## src/rtl/crc_mover_pkg.sv

```systemverilog
package crc_mover_pkg;
  localparam int CRC_W = 32;
  localparam logic [CRC_W-1:0] CRC_POLY_REV = 32'h82F63B78;
  localparam logic [CRC_W-1:0] CRC_INIT     = 32'hFFFFFFFF;
  localparam logic [CRC_W-1:0] CRC_XOUT     = 32'hFFFFFFFF;

  typedef enum logic [2:0] {
    PH_IDLE = 3'd0,
    PH_DATA = 3'd1,
    PH_TIN  = 3'd2,
    PH_TOUT = 3'd3,
    PH_FIN  = 3'd4
  } phase_t;

  typedef struct packed {
    logic copy;
    logic store;
    logic test;
    logic inl;
  } mode_t;

  function automatic logic mode_illegal(input mode_t m);
    return (m.store && m.test) || (m.inl && !m.store && !m.test);
  endfunction

  // Phase entered once all data bytes are through.
  function automatic phase_t tail_phase(input mode_t m);
    if (m.inl && m.test)  return PH_TIN;
    if (m.inl && m.store) return PH_TOUT;
    return PH_FIN;
  endfunction
endpackage

```

## src/rtl/crc32c_step.sv

```systemverilog
module crc32c_step #(
  parameter int W = 32,
  parameter logic [W-1:0] POLY = 32'h82F63B78
) (
  input  logic [W-1:0] crc_i,
  input  logic [7:0]   byte_i,
  output logic [W-1:0] crc_o
);
  logic [W-1:0] stage [9];
  assign stage[0] = crc_i;
  for (genvar b = 0; b < 8; b++) begin : g_bit
    assign stage[b+1] = (stage[b] >> 1) ^ ({W{stage[b][0] ^ byte_i[b]}} & POLY);
  end
  assign crc_o = stage[8];
endmodule

```

## src/rtl/crc_mover_route.sv

```systemverilog
module crc_mover_route
  import crc_mover_pkg::*;
(
  input  logic       clk,
  input  logic       rst_n,
  input  phase_t     phase,
  input  logic       copy,
  input  logic [7:0] trail_byte,
  input  logic       src_valid,
  output logic       src_ready,
  input  logic [7:0] src_data,
  output logic       dst_valid,
  input  logic       dst_ready,
  output logic [7:0] dst_data,
  output logic       wb_valid,
  input  logic       wb_ready,
  output logic [7:0] wb_data,
  output logic       data_fire,
  output logic       tin_fire,
  output logic       tout_fire
);
  always_comb begin
    src_ready = 1'b0;
    dst_valid = 1'b0;
    dst_data  = 8'h00;
    wb_valid  = 1'b0;
    wb_data   = 8'h00;
    data_fire = 1'b0;
    tin_fire  = 1'b0;
    tout_fire = 1'b0;
    unique case (phase)
      PH_DATA: begin
        if (copy) begin
          dst_valid = src_valid;
          dst_data  = src_data;
          src_ready = dst_ready;
        end else begin
          src_ready = 1'b1;
        end
        data_fire = src_valid && src_ready;
      end
      PH_TIN: begin
        src_ready = 1'b1;
        tin_fire  = src_valid;
      end
      PH_TOUT: begin
        if (copy) begin
          dst_valid = 1'b1;
          dst_data  = trail_byte;
          tout_fire = dst_ready;
        end else begin
          wb_valid  = 1'b1;
          wb_data   = trail_byte;
          tout_fire = wb_ready;
        end
      end
      default: ;
    endcase
  end


  dst_quiet_chk: assert property (@(posedge clk) disable iff (!rst_n)
    dst_valid |-> copy);

  wb_only_tout_chk: assert property (@(posedge clk) disable iff (!rst_n)
    wb_valid |-> (!copy && phase == PH_TOUT));
endmodule

```

## src/rtl/crc_mover_ctrl.sv

```systemverilog
module crc_mover_ctrl
  import crc_mover_pkg::*;
#(
  parameter int LEN_W = 16
) (
  input  logic             clk,
  input  logic             rst_n,
  input  logic             cmd_valid,
  output logic             cmd_ready,
  input  logic [LEN_W-1:0] cmd_len,
  input  mode_t            cmd_mode,
  input  logic             cmd_seed_en,
  input  logic [CRC_W-1:0] cmd_seed,
  input  logic [CRC_W-1:0] cmd_expect,
  input  logic [7:0]       src_data,
  input  logic             data_fire,
  input  logic             tin_fire,
  input  logic             tout_fire,
  output phase_t           phase_o,
  output logic             copy_o,
  output logic [7:0]       trail_byte_o,
  output logic             done_o,
  output logic             err_o,
  output logic             res_valid_o,
  output logic [CRC_W-1:0] res_crc_o
);
  phase_t           phase_q;
  mode_t            mode_q;
  logic [LEN_W-1:0] len_q, cnt_q;
  logic [1:0]       idx_q;
  logic [CRC_W-1:0] crc_q, crc_nxt, crc_fin, exp_q;
  logic             done_q, err_q, resv_q;
  logic [CRC_W-1:0] res_q;
  logic             cmd_fire, last_byte;

  crc32c_step #(.W(CRC_W), .POLY(CRC_POLY_REV)) u_step (
    .crc_i (crc_q),
    .byte_i(src_data),
    .crc_o (crc_nxt)
  );

  assign crc_fin   = crc_q ^ CRC_XOUT;
  assign cmd_ready = (phase_q == PH_IDLE);
  assign cmd_fire  = cmd_valid && cmd_ready;
  assign last_byte = (cnt_q == len_q - 1'b1);

  always_ff @(posedge clk or negedge rst_n) begin
    if (!rst_n) begin
      phase_q <= PH_IDLE;
      mode_q  <= '0;
      len_q   <= '0;
      cnt_q   <= '0;
      idx_q   <= '0;
      crc_q   <= CRC_INIT;
      exp_q   <= '0;
      done_q  <= 1'b0;
      err_q   <= 1'b0;
      resv_q  <= 1'b0;
      res_q   <= '0;
    end else begin
      done_q <= 1'b0;
      resv_q <= 1'b0;
      unique case (phase_q)
        PH_IDLE: if (cmd_valid) begin
          mode_q <= cmd_mode;
          len_q  <= cmd_len;
          cnt_q  <= '0;
          idx_q  <= '0;
          crc_q  <= cmd_seed_en ? cmd_seed : CRC_INIT;
          exp_q  <= cmd_expect;
          if (mode_illegal(cmd_mode)) begin
            done_q <= 1'b1;
            err_q  <= 1'b1;
          end else begin
            err_q   <= 1'b0;
            phase_q <= (cmd_len == '0) ? tail_phase(cmd_mode) : PH_DATA;
          end
        end
        PH_DATA: if (data_fire) begin
          crc_q <= crc_nxt;
          cnt_q <= cnt_q + 1'b1;
          if (last_byte) phase_q <= tail_phase(mode_q);
        end
        PH_TIN: if (tin_fire) begin
          exp_q[8*idx_q +: 8] <= src_data;
          idx_q <= idx_q + 2'd1;
          if (idx_q == 2'd3) phase_q <= PH_FIN;
        end
        PH_TOUT: if (tout_fire) begin
          idx_q <= idx_q + 2'd1;
          if (idx_q == 2'd3) phase_q <= PH_FIN;
        end
        PH_FIN: begin
          done_q  <= 1'b1;
          err_q   <= mode_q.test && (crc_fin != exp_q);
          resv_q  <= mode_q.store && !mode_q.inl;
          res_q   <= crc_fin;
          phase_q <= PH_IDLE;
        end
        default: phase_q <= PH_IDLE;
      endcase
    end
  end

  assign phase_o      = phase_q;
  assign copy_o       = mode_q.copy;
  assign trail_byte_o = crc_fin[8*idx_q +: 8];
  assign done_o       = done_q;
  assign err_o        = err_q;
  assign res_valid_o  = resv_q;
  assign res_crc_o    = res_q;


  illegal_flag_chk: assert property (@(posedge clk) disable iff (!rst_n)
    (cmd_fire && mode_illegal(cmd_mode)) |=> (done_o && err_o && !res_valid_o && cmd_ready));

  err_hold_chk: assert property (@(posedge clk) disable iff (!rst_n)
    (err_o && !cmd_fire) |=> err_o);

  res_with_done_chk: assert property (@(posedge clk) disable iff (!rst_n)
    res_valid_o |-> done_o);

  tin_mode_chk: assert property (@(posedge clk) disable iff (!rst_n)
    (phase_q == PH_TIN) |-> (mode_q.test && mode_q.inl));
endmodule

```

## src/rtl/crc_mover.sv

```systemverilog
module crc_mover
  import crc_mover_pkg::*;
#(
  parameter int LEN_W = 16
) (
  input  logic             clk,
  input  logic             rst_n,
  input  logic             cmd_valid,
  output logic             cmd_ready,
  input  logic [LEN_W-1:0] cmd_len,
  input  logic             cmd_copy,
  input  logic             cmd_store,
  input  logic             cmd_test,
  input  logic             cmd_inline,
  input  logic             cmd_seed_en,
  input  logic [31:0]      cmd_seed,
  input  logic [31:0]      cmd_expect,
  input  logic             src_valid,
  output logic             src_ready,
  input  logic [7:0]       src_data,
  output logic             dst_valid,
  input  logic             dst_ready,
  output logic [7:0]       dst_data,
  output logic             wb_valid,
  input  logic             wb_ready,
  output logic [7:0]       wb_data,
  output logic             done,
  output logic             err,
  output logic             res_valid,
  output logic [31:0]      res_crc
);
  mode_t      mode;
  phase_t     phase;
  logic       copy_q, data_fire, tin_fire, tout_fire;
  logic [7:0] trail_byte;

  assign mode = '{copy: cmd_copy, store: cmd_store, test: cmd_test, inl: cmd_inline};

  crc_mover_ctrl #(.LEN_W(LEN_W)) u_ctrl (
    .clk(clk), .rst_n(rst_n),
    .cmd_valid(cmd_valid), .cmd_ready(cmd_ready), .cmd_len(cmd_len),
    .cmd_mode(mode), .cmd_seed_en(cmd_seed_en), .cmd_seed(cmd_seed),
    .cmd_expect(cmd_expect), .src_data(src_data),
    .data_fire(data_fire), .tin_fire(tin_fire), .tout_fire(tout_fire),
    .phase_o(phase), .copy_o(copy_q), .trail_byte_o(trail_byte),
    .done_o(done), .err_o(err), .res_valid_o(res_valid), .res_crc_o(res_crc)
  );

  crc_mover_route u_route (
    .clk(clk), .rst_n(rst_n),
    .phase(phase), .copy(copy_q), .trail_byte(trail_byte),
    .src_valid(src_valid), .src_ready(src_ready), .src_data(src_data),
    .dst_valid(dst_valid), .dst_ready(dst_ready), .dst_data(dst_data),
    .wb_valid(wb_valid), .wb_ready(wb_ready), .wb_data(wb_data),
    .data_fire(data_fire), .tin_fire(tin_fire), .tout_fire(tout_fire)
  );


  trail_hold_chk: assert property (@(posedge clk) disable iff (!rst_n)
    (phase == PH_TOUT && dst_valid && !dst_ready) |=> (dst_valid && $stable(dst_data)));

  busy_no_cmd_chk: assert property (@(posedge clk) disable iff (!rst_n)
    (src_ready || dst_valid || wb_valid) |-> !cmd_ready);
endmodule

```

## config.mk

```make
export PLATFORM = sky130hd
export DESIGN_NAME = crc_mover
export DESIGN_NICKNAME = d
export VERILOG_FILES = /design/src/rtl/crc_mover_pkg.sv /design/src/rtl/crc32c_step.sv /design/src/rtl/crc_mover_route.sv /design/src/rtl/crc_mover_ctrl.sv /design/src/rtl/crc_mover.sv
export SDC_FILE = /design/constraint.sdc
export NUM_CORES = 1
export LEC_CHECK = 0
export BUFFER_PORTS_ARGS = -buffer_cell sky130_fd_sc_hd__buf_2
export CORE_MARGIN = 3
export CORE_UTILIZATION = 40
export CTS_CLUSTER_DIAMETER = 200
export CTS_CLUSTER_SIZE = 25
export DETAILED_ROUTE_END_ITERATION = 12
export GPL_TIMING_DRIVEN = 0
export HOLD_SLACK_MARGIN = 0.06
export PLACE_DENSITY_LB_ADDON = 0.05
export SLEW_MARGIN = 10
export SYNTH_ARGS = -nofsm -noshare
export SYNTH_HDL_FRONTEND = slang
export SYNTH_SLANG_ARGS = --single-unit
```

## constraint.sdc

```tcl
create_clock -name clk -period 7.6 [get_ports clk]
set_input_delay 1.14 -clock clk [delete_from_list [all_inputs] [get_ports clk]]
set_output_delay 1.14 -clock clk [all_outputs]
set_load 0.005 [all_outputs]
```

==> flow_summary_export.csv <==
group,metric,value,unit
run_status,outcome,"finished clean",
place,dp.cells,1323,
place,dpl.hpwl,21110,um
global_routing,grt_max_degree,80,
final_layout,antennaDiodeCount,0,
floorplanning,initial_core_util,41.37,%
setup_path,critPathRequiredTime,6.46,ns
setup_path,endpoint_kind,"primary output",
power,p_leak,4.285,nW
logic_synthesis,syn-num-nets,1007,
final_layout,fillers,1958,
timing,fin_crit,4.043,ns
global_routing,grt_pass1_vias,7112,
clock_tree,root_buffer,"clkbuf_16",
setup_path,rr_endpoint,"u_ctrl.phase_o[0]",
floorplanning,chipWidth,148.8,um
power,netSwitchingFraction,45.03,%
setup_path,crit_end,"dst_data[5]",
clock_tree,clkLatencyLatePin,0.43,ns
timing,timing.setup.tns,0,ns
route,vias,7392,
clock_tree,cts.sinks,140,
clock_tree,cts_resized,0,
final_layout,area_delta_synth_final,21.60,%
logic_synthesis,ys_seq_area_share,43.44,%
setup_path,ff2ff_path_depth,9,
route,vias_per_cell,5.455,
floorplanning,die_h,148.8,um
logic_synthesis,syn_area,0.008158,mm2
logic_synthesis,synth_top_family_by_area,"simple AND/OR/NAND/NOR gates",
route,drtAntennaViolNets,0,
final_layout,drive_gt1_share,22.48,%
logic_synthesis,synth_xor_area_share,16.09,%
setup_path,crit_type,"reg2out",
timing,grt_setup_unrepaired,"no",
power,p_sw,2.395,mW
power,pwr-share-seq,29.6,%
timing,timing.slew.headroom,26.13,%
route,drc_errors,0,
global_routing,grt_usage,25.45,%
run,cap_violations,0,
route,detail_route.iter0.violations,517,
logic_synthesis,syn_area_per_cell,9.044,um2
global_routing,gr-total-overflow,0,
setup_path,critPathLaunch,"u_ctrl.idx_q[0]",
floorplanning,die_area,0.02214,mm2
timing,hold_viol,0,
clock_tree,post-cts-setup-buffers,0,
logic_synthesis,yosys_warnings,0,
clock_tree,cts_tree,"done",
clock_tree,htree_num_levels,4,
setup_path,cp.arrival,2.90,ns
global_routing,antenna_found_initial,0,
setup_path,r2r_start,"u_ctrl.len_q[0]",
power,p_int,2.923,mW
final_layout,final_cells,1355,
route,routedWlPerCell,20.71,um
setup_path,reg2reg_setup_slack,4.49,ns
timing,worst_pin_slew,1.100,ns
timing,setup_viol,0,
logic_synthesis,synth.area.top_cells,"dfrtp_1 (33%), xnor2_1 (13%), dfstp_2 (10%)",
power,clkPwrFrac,15.9,%
route,dr.pass1.iters,5,
place,portBuffers,153,
logic_synthesis,synthCells,902,
logic_synthesis,yosys.area_share.simple,18.19,%
route,drt-total-wl,28060,um
power,ir_worst_vdd,0.2515,mV
logic_synthesis,ys_ff_latch,140,
logic_synthesis,synth_cell_type_count,58,
clock_tree,cts_max_path_buffers,2,
floorplanning,core,0.01972,mm2
logic_synthesis,netlist.area_leader.share,33.13,%
floorplanning,io_pins,154,
timing,fin_worst_skew,0.007292,ns
clock_tree,postCtsHoldBufs,0,
timing,slew_violations,0,
clock_tree,cts_made_buffers,17,
logic_synthesis,synthArstFlopShare,100.0,%
logic_synthesis,synth_fa_ha_area_share,0.9202,%
timing,max_freq,247.3,MHz
timing,whs,0.4709,ns
final_layout,nNetsFinal,1182,
power,power_density,536.1,mW/mm2
logic_synthesis,yosysMostFrequentCell,"nand2_1",
floorplanning,row_count,51,
power,p_comb_share,54.5,%
global_routing,grt_pass1_wl,42310,um
logic_synthesis,synth.mux.area_fraction,2.715,%
logic_synthesis,ys.flop_type,"dfrtp_1",
logic_synthesis,synth.top_cells.by_count,"nand2_1 (152), xnor2_1 (118), dfrtp_1 (108), o21ai_0 (108), nor2_1 (64)",
place,gp_congestion,0.8872,
logic_synthesis,synth_top_area_cell,"dfrtp_1",
worst_hold_path,hold_class,"reg2reg",
logic_synthesis,synth-compound-area-share,15.80,%
timing,timing.final.crit_share,53.20,%
logic_synthesis,synth_edf_count,0,
setup_path,start_kind,"flip-flop",
clock_tree,path_clk_slew,0.07,ns
setup_path,cp_max_fo,10,
stage by stage:
stage	area (um2)	setup slack (ns)	util (%)	power, mW
after CTS	9913	3.545	50.28	5.315
after floorplan	8158	4.548	-	3.576
after global placement	9255	3.237	46.94	4.434
after detailed placement	9326	3.898	47.30	4.454
after global routing	9920	3.404	50.31	5.688
final	9920	3.557	50.31	5.318
sequential cells by signal, indices dropped and copies added, names as in the netlist:
| signal | count |
|---|---|
| u_ctrl.idx_q | 2 |
| u_ctrl.copy_o | 1 |
| u_ctrl.len_q | 16 |
| u_ctrl.phase_o | 3 |
| u_ctrl.err_o | 1 |
| u_ctrl.crc_q | 32 |
| u_ctrl.exp_q | 32 |
| u_ctrl.res_crc_o | 32 |
| u_ctrl.done_o | 1 |
| u_ctrl.res_valid_o | 1 |
| u_ctrl.cnt_q | 16 |
| u_ctrl.mode_q | 3 |
worst min path at each step:
stage / depth (start not counted) / slack [ns] / startpoint / end
after floorplan: 1 / 0.45 / u_ctrl.mode_q[0] / u_ctrl.res_valid_o
after global placement: 2 / 0.46 / u_ctrl.res_crc_o[30] / u_ctrl.res_crc_o[30]
after detailed placement: 2 / 0.47 / u_ctrl.res_crc_o[1] / u_ctrl.res_crc_o[1]
after CTS: 2 / 0.48 / u_ctrl.res_crc_o[1] / u_ctrl.res_crc_o[1]
after global routing: 2 / 0.49 / u_ctrl.res_crc_o[6] / u_ctrl.res_crc_o[6]
final: 2 / 0.47 / u_ctrl.res_crc_o[4] / u_ctrl.res_crc_o[4]
cell type report:
class / instances / area [um2] / share of cell area, %
plain buffers: 49 / 191.4 / 1.930
clock buffers: 17 / 425.4 / 4.289
clock inverters: 15 / 161.4 / 1.627
inverters: 11 / 41.29 / 0.4162
multi-input cells: 702 / 4407 / 44.42
flip-flops and latches: 140 / 3543 / 35.72
well taps: 265 / 331.6 / 3.343
repair buffers: 156 / 818.3 / 8.249
power by group through the flow:
| stage | combinational (mW) | clock, mW | sequential [mW] |
|---|---|---|---|
| global placement | 2.87 | 0 | 1.57 |
| global route | 3.19 | 0.895 | 1.61 |
| floorplan | 2.19 | 0 | 1.39 |
| detailed placement | 2.88 | 0 | 1.57 |
| CTS | 2.89 | 0.858 | 1.56 |
| finish | 2.90 | 0.848 | 1.57 |
metal layers:
metal / track usage, % / vias up / share of wire [%]
li1: - / 3507 / -
met1: 38.27 / 3576 / 48
met2: 37.92 / 284 / 44
met3: 5.378 / 25 / 7.1
met4: 5.629 / 0 / 1.3
met5: 0 / - / 0
worst max-delay path: stages (launching register included):
cell and delay (ns):
dfrtp_1 0.39, clkbuf_1 0.32, buf_1 0.59, mux4_2 0.61
a211oi_1 0.39, buf_2 0.19
layout by cell type, fill, tap and decap left out, types with 6 or more instances in the layout:
master,instances
nand2_1,152
buf_2,152
xnor2_1,118
o21ai_0,108
dfrtp_1,108
nor2_1,64
clkbuf_1,43
a22oi_1,33
dfstp_2,32
xor2_1,30
a21oi_1,26
nor4_1,19
clkbuf_16,17
a211oi_1,12
nand3_1,12
inv_1,11
or3_1,11
o22ai_1,9
mux4_2,8
nand4_1,8
nand2b_1,7
or4_1,6
ha_1,6
kinds of logic (layout without fill, tap and decap cells):
group	count (synthesis)	count (layout)
mux	12	12
compound gates	217	217
fa+ha+maj	6	6
simple gates	318	318
flops	140	140
buf+inv	60	248
xor+xnor	149	149
(Power assumes the default switching activity.)
